`config.mk`:
```
export PLATFORM = sky130hd
export DESIGN_NAME = pin_route_matrix
export DESIGN_NICKNAME = d
export VERILOG_FILES = /design/src/rtl/pinroute_pkg.sv /design/src/rtl/prt_cfg_regs.sv /design/src/rtl/prt_out_mux.sv /design/src/rtl/prt_in_sync.sv /design/src/rtl/pin_route_matrix.sv
export SDC_FILE = /design/constraint.sdc
export NUM_CORES = 1
export LEC_CHECK = 0
export BUFFER_PORTS_ARGS = -buffer_cell sky130_fd_sc_hd__buf_2
export CORE_MARGIN = 2
export CORE_UTILIZATION = 59
export DETAILED_ROUTE_END_ITERATION = 16
export PLACE_DENSITY = 0.83
export SLEW_MARGIN = 20
export SYNTH_ARGS = -nofsm -noshare
export SYNTH_HDL_FRONTEND = slang
export SYNTH_HIERARCHICAL = 1
export SYNTH_SLANG_ARGS = --single-unit
```
`constraint.sdc`:
```
create_clock -name clk -period 1.75 [get_ports clk]
set_input_delay 0.0875 -clock clk [delete_from_list [all_inputs] [get_ports clk]]
set_output_delay 0.0875 -clock clk [all_outputs]
set_load 0.05 [all_outputs]
```
`src/rtl/pinroute_pkg.sv`:
```
package pinroute_pkg;

  function automatic int unsigned pr_max(input int unsigned a, input int unsigned b);
    return (a > b) ? a : b;
  endfunction

  function automatic int unsigned pr_bits(input int unsigned n);
    return (n < 2) ? 1 : $clog2(n);
  endfunction

endpackage

```
`src/rtl/prt_cfg_regs.sv`:
```
module prt_cfg_regs #(
  parameter int unsigned N_PINS = 8,
  parameter int unsigned N_IN   = 6,
  parameter int unsigned CODE_W = 4,
  parameter int unsigned IDX_W  = 3,
  parameter int unsigned ADDR_W = 4,
  parameter int unsigned DATA_W = 4
) (
  input  logic                              clk,
  input  logic                              rst,
  input  logic                              we,
  input  logic [ADDR_W-1:0]                 addr,
  input  logic [DATA_W-1:0]                 wdata,
  output logic [DATA_W-1:0]                 rdata,
  output logic [N_PINS-1:0][CODE_W-1:0]     out_sel,
  output logic [N_IN-1:0][IDX_W-1:0]        in_sel
);

  localparam int unsigned N_FIELDS = N_PINS + N_IN;

  logic [DATA_W-1:0] rd_mux;

  // one register per pin: output function code
  for (genvar p = 0; p < N_PINS; p++) begin : g_pin_field
    logic hit;
    assign hit = we && (addr == ADDR_W'(p));

    always_ff @(posedge clk) begin
      if (rst)      out_sel[p] <= '0;
      else if (hit) out_sel[p] <= wdata[CODE_W-1:0];
    end

    // untouched unless addressed
    a_r9_pin_field_hold: assert property (@(posedge clk) disable iff (rst)
      !(we && addr == ADDR_W'(p)) |=> $stable(out_sel[p]));
  end

  // one register per input function: source pin index
  for (genvar f = 0; f < N_IN; f++) begin : g_fn_field
    logic hit;
    assign hit = we && (addr == ADDR_W'(N_PINS + f));

    always_ff @(posedge clk) begin
      if (rst)      in_sel[f] <= '0;
      else if (hit) in_sel[f] <= wdata[IDX_W-1:0];
    end

    a_r9_fn_field_hold: assert property (@(posedge clk) disable iff (rst)
      !(we && addr == ADDR_W'(N_PINS + f)) |=> $stable(in_sel[f]));
  end

  always_comb begin
    rd_mux = '0;
    for (int p = 0; p < N_PINS; p++)
      if (addr == ADDR_W'(p)) rd_mux[CODE_W-1:0] = out_sel[p];
    for (int f = 0; f < N_IN; f++)
      if (addr == ADDR_W'(N_PINS + f)) rd_mux[IDX_W-1:0] = in_sel[f];
  end

  always_ff @(posedge clk) begin
    if (rst) rdata <= '0;
    else     rdata <= rd_mux;
  end

  // unmapped addresses read as zero
  a_r2_unmapped_reads_zero: assert property (@(posedge clk) disable iff (rst)
    (int'(addr) >= N_FIELDS) |=> (rdata == '0));

endmodule

```
`src/rtl/prt_out_mux.sv`:
```
module prt_out_mux #(
  parameter int unsigned N_PINS = 8,
  parameter int unsigned CODE_W = 4,
  parameter int unsigned N_FN   = 9
) (
  input  logic                          clk,
  input  logic                          rst,
  input  logic [N_PINS-1:0][CODE_W-1:0] sel,
  input  logic [N_PINS-1:0]             gpio_dout,
  input  logic [N_PINS-1:0]             gpio_oe,
  input  logic [N_FN-1:0]               fn_dout,
  input  logic [N_FN-1:0]               fn_oe,
  output logic [N_PINS-1:0]             pin_out,
  output logic [N_PINS-1:0]             pin_oe
);

  for (genvar p = 0; p < N_PINS; p++) begin : g_pin
    logic nxt_out;
    logic nxt_oe;

    always_comb begin
      nxt_out = gpio_dout[p];
      nxt_oe  = gpio_oe[p];
      for (int k = 1; k <= N_FN; k++) begin
        if (sel[p] == CODE_W'(k)) begin
          nxt_out = fn_dout[k-1];
          nxt_oe  = fn_oe[k-1];
        end
      end
    end

    always_ff @(posedge clk) begin
      if (rst) begin
        pin_out[p] <= 1'b0;
        pin_oe[p]  <= 1'b0;
      end else begin
        pin_out[p] <= nxt_out;
        pin_oe[p]  <= nxt_oe;
      end
    end

    // code zero gives the general-purpose value
    a_r3_gpio_fallback: assert property (@(posedge clk) disable iff (rst)
      (sel[p] == '0) |=> (pin_out[p] == $past(gpio_dout[p]) && pin_oe[p] == $past(gpio_oe[p])));

    // codes above the function count act as code zero
    a_r5_out_of_range: assert property (@(posedge clk) disable iff (rst)
      (int'(sel[p]) > N_FN) |=> (pin_out[p] == $past(gpio_dout[p]) && pin_oe[p] == $past(gpio_oe[p])));

    // valid code routes the named peripheral one edge later
    a_r4_periph_route: assert property (@(posedge clk) disable iff (rst)
      (sel[p] != '0 && int'(sel[p]) <= N_FN)
        |=> (pin_out[p] == $past(fn_dout[sel[p] - CODE_W'(1)])
             && pin_oe[p] == $past(fn_oe[sel[p] - CODE_W'(1)])));
  end

endmodule

```
`src/rtl/prt_in_sync.sv`:
```
module prt_in_sync #(
  parameter int unsigned N_PINS = 8,
  parameter int unsigned N_IN   = 6,
  parameter int unsigned IDX_W  = 3
) (
  input  logic                        clk,
  input  logic                        rst,
  input  logic [N_PINS-1:0]           pin_in,
  input  logic [N_IN-1:0][IDX_W-1:0]  sel,
  output logic [N_IN-1:0]             fn_din
);

  logic [N_PINS-1:0] meta_q;
  logic [N_PINS-1:0] sync_q;
  logic [1:0]        warm_q;

  always_ff @(posedge clk) begin
    if (rst) begin
      meta_q <= '0;
      sync_q <= '0;
      warm_q <= '0;
    end else begin
      meta_q <= pin_in;
      sync_q <= meta_q;
      if (warm_q != 2'd3) warm_q <= warm_q + 2'd1;
    end
  end

  for (genvar f = 0; f < N_IN; f++) begin : g_fn
    logic nxt;
    always_comb begin
      nxt = 1'b0;
      if (int'(sel[f]) < N_PINS) nxt = sync_q[sel[f]];
    end

    always_ff @(posedge clk) begin
      if (rst) fn_din[f] <= 1'b0;
      else     fn_din[f] <= nxt;
    end
  end

  // every pin reaches the synchronized stage two edges after sampling
  for (genvar p = 0; p < N_PINS; p++) begin : g_chk
    a_r8_sync_depth: assert property (@(posedge clk) disable iff (rst)
      (warm_q == 2'd3) |-> (sync_q[p] == $past(pin_in[p], 2)));
  end

endmodule

```
`src/rtl/pin_route_matrix.sv`:
```
module pin_route_matrix
  import pinroute_pkg::*;
#(
  parameter int unsigned N_PINS     = 8,
  parameter int unsigned CODE_W     = 4,
  parameter int unsigned N_OUT_FN   = 9,
  parameter int unsigned N_IN_FN    = 6,
  localparam int unsigned IDX_W     = pr_bits(N_PINS),
  localparam int unsigned ADDR_W    = pr_bits(N_PINS + N_IN_FN),
  localparam int unsigned DATA_W    = pr_max(CODE_W, IDX_W)
) (
  input  logic                 clk,
  input  logic                 rst,
  input  logic                 cfg_we,
  input  logic [ADDR_W-1:0]    cfg_addr,
  input  logic [DATA_W-1:0]    cfg_wdata,
  output logic [DATA_W-1:0]    cfg_rdata,
  input  logic [N_PINS-1:0]    gpio_dout,
  input  logic [N_PINS-1:0]    gpio_oe,
  input  logic [N_OUT_FN-1:0]  periph_dout,
  input  logic [N_OUT_FN-1:0]  periph_oe,
  output logic [N_PINS-1:0]    pin_out,
  output logic [N_PINS-1:0]    pin_oe,
  input  logic [N_PINS-1:0]    pin_in,
  output logic [N_IN_FN-1:0]   periph_din
);

  logic [N_PINS-1:0][CODE_W-1:0] out_sel;
  logic [N_IN_FN-1:0][IDX_W-1:0] in_sel;

  prt_cfg_regs #(
    .N_PINS(N_PINS), .N_IN(N_IN_FN), .CODE_W(CODE_W),
    .IDX_W(IDX_W), .ADDR_W(ADDR_W), .DATA_W(DATA_W)
  ) cfg_i (
    .clk(clk), .rst(rst), .we(cfg_we), .addr(cfg_addr),
    .wdata(cfg_wdata), .rdata(cfg_rdata),
    .out_sel(out_sel), .in_sel(in_sel)
  );

  prt_out_mux #(
    .N_PINS(N_PINS), .CODE_W(CODE_W), .N_FN(N_OUT_FN)
  ) omux_i (
    .clk(clk), .rst(rst), .sel(out_sel),
    .gpio_dout(gpio_dout), .gpio_oe(gpio_oe),
    .fn_dout(periph_dout), .fn_oe(periph_oe),
    .pin_out(pin_out), .pin_oe(pin_oe)
  );

  prt_in_sync #(
    .N_PINS(N_PINS), .N_IN(N_IN_FN), .IDX_W(IDX_W)
  ) isync_i (
    .clk(clk), .rst(rst), .pin_in(pin_in), .sel(in_sel), .fn_din(periph_din)
  );

  // nothing is driven while reset is held
  a_r1_reset_quiet: assert property (@(posedge clk)
    $past(rst) |-> (pin_oe == '0 && pin_out == '0 && periph_din == '0));

endmodule

```
==> impl_results.md, run 1 <==
- Status: finished clean
- Vias/cell: 6.61
- Pleak: 2.61 nW
- Worst path slowest cell: dfxtp_1
- Total chip power: 0.00453 W
- CP Cell Sequence: mux2i_1, or4_1, o2111ai_1, a31oi_1, o31ai_2
- WHS Path Cells: 3
- Total Die Area: 0.0117 sq mm
- Fmax: 606 MHz
- Clock Latency Late Sink: 0.38 ns
- Top cell type's share of synthesized area: 0.288
- Starting Density: 0.599
- Fin nets: 933
- PD cells: 633 mW/mm^2
- Crit path launch type: register
- R2R Path End: cfg_i/rdata[1]$_SDFF_PP0_
- Seq/Total Area, Yosys: 0.288
- Setup TNS: 0 ns
- PortBufs: 78
- Top-count cell post-synth: dfxtp_1
- CP max stage delay: 0.54 ns
- Top cells by area, synth: dfxtp_1, mux2i_1, o21ai_0
- # fillers: 925
- Final Slew Violations: 0
- HP Class: in -> reg
- Syn Area/Cell: 7.79 sq um
- EDFF count, synth: 0
- Reg2reg setup slack: 0.10 ns
- Drt first pass iters: 7
- Netlist cell types: 77
- Setup bufs post-CTS: 0
- DRC: 0
- Largest net degree at the start of global routing: 41
- Post-Syn Area: 0.00640 sq mm
- Layout area overhead: 11.6%
- Root Driver: clkbuf_8
- Mapped Nets: 875
- GRT Resource Usage Total: 0.337
- Final Setup Violations: 0
- Crit path max fanout: 12
- Ys async rst share: 0
- Worst ir drop on vdd: 0.457 mV
- Die width: 108 um
- Clock Skew: 0.0202 ns
- Reg2Reg Depth: 5
- Max Cap Viol: 0
- Inserted Clock Buffers: 9
- Unrepaired setup endpoints after global routing: false
- Hold Slack: 0.0127 ns
- Io pins: 79
- CP Class: reg -> reg
- CTS tree: done
- Core ar.: 0.0107 sq mm
- Initial antenna violation count: 0
- DP HPWL: 13.8 mm
- RePlAce Congestion: 0.946
- First-pass GRT wire length: 31.1 mm
- Cells after Synth: 822
- Fin. Hold Viols: 0
- Critical Path End Type: register
- Largest area contributor in the netlist: dfxtp_1
- Post-synth top cells: dfxtp_1, nand2_1, o21ai_0, nor2_1, a21oi_1
- Avg WL per Cell: 19.3 um
- Layout cells sized above 1: 0.181
- Worst slew margin: 0.607
- CTS max path bufs: 2
- Critical Path RT: 2.04 ns
- Die Y: 108 um
- Vias in the first global route: 6,162
- Worst R2R Start: cfg_i/out_sel[1]$_SDFFE_PP0P_
- Worst slew pin tran: 0.588 ns
- Min Tclk post-route: 1.65 ns
- Synth Flop Type: dfxtp_1
- Clock sink count: 92
- Reg clk slew, reported paths: 0.11 ns
- Hold endpoint: omux_i/pin_out[2]$_SDFF_PP0_
- Worst hold start: gpio_dout[2]
- ANT cells: 0
- Drt total wl: 19.7 mm
- CP arrival: 1.94 ns
- GR Overflow Total: 0
- Starting DRC count in detailed routing: 753
- Via total after detailed routing: 6,774
- Ys Warns: 6
- CTS H-tree depth: 3
- Antenna viol nets, final: 0
- Placement Rows: 38
- Post-synthesis register bit count: 92
- Fin crit share: 0.943
## per-stage QoR
stage                     cells   util  area, sq um  setup slack (ns)
after CTS                  1025  0.668         7150            0.0819
after global placement     1001  0.642         6870             0.152
after floorplan             822      -         6400             0.242
final                      1025  0.668         7150             0.100
after detailed placement   1001  0.642         6870             0.106
after global routing       1025  0.668         7150            0.0133
## cell usage in the layout (no fill, tap or decap), drive strengths merged, types with 6 or more instances in the layout
master         n
nand2         75
a311oi         9
mux2          12
dfxtp         92
nor4           6
nor3          26
a21oi         70
clkbuf         9
mux2i         57
nand3         11
a211oi        13
inv           31
mux4          10
o221ai         7
dlygate4sd3    8
or3b           9
nor2b         32
a221oi         6
a31oi         11
nor2          74
nand2b        17
nor3b         14
o21ai         79
o22ai          7
a21o           9
buf          115
## timing repair
item / CTS / global route
hold endpoints to repair: 8 / 0
setup endpoints to repair: 0 / 3
hold buffers: 8 / 0
gates resized for setup: 0 / 2
## per-layer routing
metal	global-route usage	wire [um]	share of wire
met1	0.431	7930	0.40
met2	0.558	9250	0.47
met3	0.0585	1890	0.096
met4	0.153	665	0.034
met5	0	0	0
## power breakdown
group	internal (W)	total (W)	switching, W
Clock	0.000566	0.00148	0.000912
Sequential	0.00216	0.00222	0.0000572
Combinational	0.000291	0.000830	0.000539
Total	0.00302	0.00453	0.00151
## worst max-delay path, delay by kind of cell (launching register included)
| family | cells | cell delay, ns |
|---|---|---|
| and+or+nand+nor | 1 | 0.42 |
| AOI/OAI and AO/OA | 3 | 0.48 |
| muxes | 1 | 0.14 |
| DFF | 1 | 0.54 |
## how the worst max path moves through the flow
| stage | from | end | cells after the start |
|---|---|---|---|
| detailed placement | cfg_i/out_sel[0]$_SDFFE_PP0P_ | omux_i/pin_oe[0]$_SDFF_PP0_ | 5 |
| CTS | cfg_i/out_sel[0]$_SDFFE_PP0P_ | omux_i/pin_oe[0]$_SDFF_PP0_ | 5 |
| floorplan | cfg_i/out_sel[28]$_SDFFE_PP0P_ | omux_i/pin_oe[7]$_SDFF_PP0_ | 6 |
| global route | cfg_i/out_sel[2]$_SDFFE_PP0P_ | omux_i/pin_oe[0]$_SDFF_PP0_ | 5 |
| global placement | cfg_i/out_sel[0]$_SDFFE_PP0P_ | omux_i/pin_oe[0]$_SDFF_PP0_ | 5 |
| finish | cfg_i/out_sel[1]$_SDFFE_PP0P_ | cfg_i/rdata[1]$_SDFF_PP0_ | 5 |
## cells by family (layout without fill, tap and decap cells)
logic type / after synthesis / after routing / synth area share
flops: 92 / 92 / 0.288
compound gates: 257 / 257 / 0.254
simple gates: 291 / 291 / 0.232
mux: 79 / 79 / 0.149
buf+inv: 103 / 166 / 0.0774
## sequential cells by signal, summed over array words and instances (netlist names)
name	cells
omux_i/pin_oe	8
cfg_i/rdata	4
isync_i/meta_q	8
cfg_i/in_sel	18
isync_i/sync_q	8
isync_i/fn_din	6
cfg_i/out_sel	32
omux_i/pin_out	8
## cell type report
cell class / count / area [sq um] / share of cell area
clock inverter: 7 / 75.1 / 0.0105
multi-input combinational: 627 / 4070 / 0.569
timing repair buffer: 123 / 761 / 0.106
clock buffer: 9 / 124 / 0.0173
tap: 140 / 175 / 0.0245
sequential: 92 / 1840 / 0.258
inverter: 27 / 101 / 0.0142
Note: power is estimated with default switching activity, not from simulation.
==> run 2, diff against run 1 <==
--- a/config.mk
+++ b/config.mk
@@ -5,11 +5,13 @@
 export SDC_FILE = /design/constraint.sdc
 export NUM_CORES = 1
 export LEC_CHECK = 0
+export ABC_AREA = 1
 export BUFFER_PORTS_ARGS = -buffer_cell sky130_fd_sc_hd__buf_2
 export CORE_MARGIN = 2
 export CORE_UTILIZATION = 59
 export DETAILED_ROUTE_END_ITERATION = 16
 export PLACE_DENSITY = 0.83
+export SETUP_SLACK_MARGIN = 0.4
 export SLEW_MARGIN = 20
 export SYNTH_ARGS = -nofsm -noshare
 export SYNTH_HDL_FRONTEND = slang
==> run 2 against run 1 <==
- die area is 3.5% lower
- global-route usage down 0.29 points
- sequential power shrank 2%
- via count increased by 18%
- critical path type unchanged
- critical endpoint is now omux_i/pin_oe[3]$_SDFF_PP0_
==> impl_results.md, run 2 <==
- Worst ir drop on vdd: 0.568 mV (was 0.457 mV)
- Worst R2R Start: cfg_i/out_sel[12]$_SDFFE_PP0P_ (was cfg_i/out_sel[1]$_SDFFE_PP0P_)
- Crit path launch type: register (unchanged)
- ANT cells: 0 (unchanged)
- Most common cell after layout, fill and taps aside: nand2_1 (was dfxtp_1)
- Met2 GRT Util: 0.584 (was 0.558)
- Crit path max fanout: 4 (was 12)
- Largest net degree at the start of global routing: 25 (was 41)
- Largest area contributor in the netlist: dfxtp_1 (unchanged)
- Most frequent cells in the layout: nand2_1, inv_1, nand3_1, a21oi_1, buf_2 (was dfxtp_1, buf_2, nand2_1, o21ai_0, nor2_1)
- Syn Area/Cell: 5.80 sq um (was 7.79 sq um)
- Total Die Area: 0.0113 sq mm (was 0.0117 sq mm)
- # fillers: 749 (was 925)
- Critical Path RT: 2.05 ns (was 2.04 ns)
- Via total after detailed routing: 7,981 (was 6,774)
- Vias in the first global route: 6,569 (was 6,162)
- Clock sink count: 92 (unchanged)
- RePlAce Congestion: 0.928 (was 0.946)
- Fin crit share: 0.928 (was 0.943)
- Number of flip-flops in the largest register: 32 (unchanged)
- Fin nets: 1,264 (was 933)
- Status: finished clean (unchanged)
- Die Y: 106 um (was 108 um)
- CP Class: reg -> reg (unchanged)
- Netlist cell types: 26 (was 77)
- Layout cells sized above 1: 0.266 (was 0.181)
- First-pass GRT wire length: 30.5 mm (was 31.1 mm)
- Clock Latency Late Sink: 0.40 ns (was 0.38 ns)
- Post-synthesis register bit count: 92 (unchanged)
- Multi-input gate area in the final layout: 0.00390 sq mm (was 0.00407 sq mm)
- Synth Flop Type: dfxtp_1 (unchanged)
- Pleak: 3.55 nW (was 2.61 nW)
- CP arrival: 1.92 ns (was 1.94 ns)
- Cells after Synth: 1,064 (was 822)
- Antenna viol nets, final: 0 (unchanged)
- Reg with most FFs: cfg_i/out_sel (unchanged)
- PortBufs: 78 (unchanged)
- Top-count cell post-synth: nand2_1 (was dfxtp_1)
- Fin. Hold Viols: 0 (unchanged)
- Mapped Nets: 1,117 (was 875)
- Vias/cell: 5.90 (was 6.61)
- Largest regs: cfg_i/out_sel: 32 flops, cfg_i/in_sel: 18 flops (unchanged)
- Setup TNS: 0 ns (unchanged)
- Seq/Total Area, Yosys: 0.299 (was 0.288)
- Met1 usage: 0.410 (was 0.431)
- Ys Warns: 6 (unchanged)
- Io pins: 79 (unchanged)
- Final Slew Violations: 0 (unchanged)
- Post-synth top cells: nand2_1, inv_1, nand3_1, a21oi_1, dfxtp_1 (was dfxtp_1, nand2_1, o21ai_0, nor2_1, a21oi_1)
- PD cells: 580 mW/mm^2 (was 633 mW/mm^2)
- Post-Syn Area: 0.00617 sq mm (was 0.00640 sq mm)
- Starting DRC count in detailed routing: 1,094 (was 753)
- Initial antenna violation count: 0 (unchanged)
- Top cells by area, synth: dfxtp_1, nand2_1, inv_1 (was dfxtp_1, mux2i_1, o21ai_0)
- Setup crit end: omux_i/pin_oe[3]$_SDFF_PP0_ (was cfg_i/rdata[1]$_SDFF_PP0_)
- Clock Skew: 0.0147 ns (was 0.0202 ns)
- GR peak layer: met2 (unchanged)
- Fmax: 616 MHz (was 606 MHz)
- DP HPWL: 13.0 mm (was 13.8 mm)
- Critical Path End Type: register (unchanged)
- CP Launch Point: cfg_i/out_sel[12]$_SDFFE_PP0P_ (was cfg_i/out_sel[1]$_SDFFE_PP0P_)
- Drt first pass iters: 7 (unchanged)
- Placement Cell Area: 0.00675 sq mm (was 0.00687 sq mm)
- Min Tclk post-route: 1.62 ns (was 1.65 ns)
- Root Driver: clkbuf_8 (unchanged)
- Reg clk slew, reported paths: 0.12 ns (was 0.11 ns)
- Hold Slack: 0.0425 ns (was 0.0127 ns)
- Die width: 106 um (was 108 um)
- Starting Density: 0.603 (was 0.599)
- Design area: 0.00807 sq mm (was 0.00715 sq mm)
- GR Overflow Total: 0 (unchanged)
- Core ar.: 0.0102 sq mm (was 0.0107 sq mm)
- CTS max path bufs: 2 (unchanged)
- Ys async rst share: 0 (unchanged)
- Inserted Clock Buffers: 9 (unchanged)
- Avg WL per Cell: 16.2 um (was 19.3 um)
- Non-filler cells in the finished layout: 1,352 (was 1,025)
- R2R Path End: omux_i/pin_oe[3]$_SDFF_PP0_ (was cfg_i/rdata[1]$_SDFF_PP0_)
- Reg2Reg Depth: 11 (was 5)
- DRC: 0 (unchanged)
- CTS H-tree depth: 3 (unchanged)
- Drt total wl: 21.9 mm (was 19.7 mm)
- Placement Rows: 37 (was 38)
- EDFF count, synth: 0 (unchanged)
- Layout area overhead: 30.8% (was 11.6%)
- Top cell type's share of synthesized area: 0.299 (was 0.288)
- Final Setup Violations: 0 (unchanged)
- Worst slew pin tran: 0.658 ns (was 0.588 ns)
- Unrepaired setup endpoints after global routing: true (was false)
- Worst slew margin: 0.561 (was 0.607)
- Reg2reg setup slack: 0.13 ns (was 0.10 ns)
- HP Class: in -> reg (unchanged)
- Placed Cells: 1,269 (was 1,001)
- M3 GR Usage: 0.0325 (was 0.0585)
- CTS tree: done (unchanged)
- Register area: 0.00195 sq mm (was 0.00184 sq mm)
- Max Cap Viol: 0 (unchanged)
- GRT Resource Usage Total: 0.335 (was 0.337)
[run 2: cell count changes after synthesis, moves of 14 or more]
| cell | delta |
|---|---|
| nand2_1 | +187 |
| inv_1 | +165 |
| nand3_1 | +126 |
| mux2i_1 | -57 |
| a21oi_1 | +39 |
| nor2b_1 | -32 |
| buf_2 | -23 |
| clkbuf_1 | -20 |
| nand2b_1 | -17 |
| nand4_1 | +15 |
| nor3b_1 | -14 |
| o211ai_1 | +14 |
[run 2: cell type report]
class                   instances  area share
multi-input cells             743       0.484
well taps                     136      0.0211
flip-flops and latches         92       0.241
clock inverters                 7      0.0110
inverters                     206      0.0985
clock buffers                   9      0.0154
repair buffers                159       0.129
[run 2: worst max-delay path: stages, from the launching register on]
cell      delay, ns
dfxtp_4        0.40
inv_4          0.05
nor2_4         0.10
nand2_2        0.09
o211ai_1       0.24
nand3_1        0.19
nand3_1        0.13
nand3_1        0.08
nand2_1        0.06
nand2_1        0.05
nand2_1        0.06
a21oi_1        0.06
[run 2: routing by layer]
metal	part of all wire	routed length, um
met5	0	0
met1	0.37	8020
met3	0.099	2160
met4	0.071	1560
met2	0.46	10200
[run 2: worst min path at each step]
stage | startpoint | end | cells past startpoint
detailed placement | pin_in[3] | isync_i/meta_q[3]$_SDFF_PP0_ | 3
finish | cfg_wdata[3] | cfg_i/out_sel[31]$_SDFFE_PP0P_ | 3
global placement | pin_in[2] | isync_i/meta_q[2]$_SDFF_PP0_ | 3
global route | cfg_wdata[3] | cfg_i/out_sel[27]$_SDFFE_PP0P_ | 3
floorplan | pin_in[0] | isync_i/meta_q[0]$_SDFF_PP0_ | 2
CTS | cfg_wdata[3] | cfg_i/out_sel[31]$_SDFFE_PP0P_ | 3
[run 2: kinds of logic (layout without fill, tap and decap cells)]
group                  after synthesis  after routing  synth area share
AO/OA/AOI/OAI                      206            206             0.175
buffers and inverters              229            381             0.142
flip-flops                          92             92             0.299
AND/OR/NAND/NOR                    537            537             0.385
[run 2: power by group]
part	internal (W)	switching (W)	leakage [nW]
clock	0.000585	0.000989	0.106
combinational	0.000285	0.000638	2.67
sequential	0.00214	0.0000496	0.775
[run 2: repair_timing]
item / CTS / global route
setup endpoints to repair: 18 / 19
hold endpoints to repair: 8 / 0
hold buffers: 8 / 0
pin swaps: 29 / 54
setup buffers: 32 / 27
gates resized for setup: 115 / 70
[run 2: per-stage QoR]
| stage | setup WS (ns) | utilization | total power, W |
|---|---|---|---|
| finish | 0.126 | 0.789 | 0.00468 |
| global route | 0.0660 | 0.789 | 0.00483 |
| CTS | 0.319 | 0.743 | 0.00457 |
| detailed placement | 0.148 | 0.660 | 0.00303 |
| global placement | 0.152 | 0.660 | 0.00302 |
| floorplan | 0.395 | - | 0.00278 |
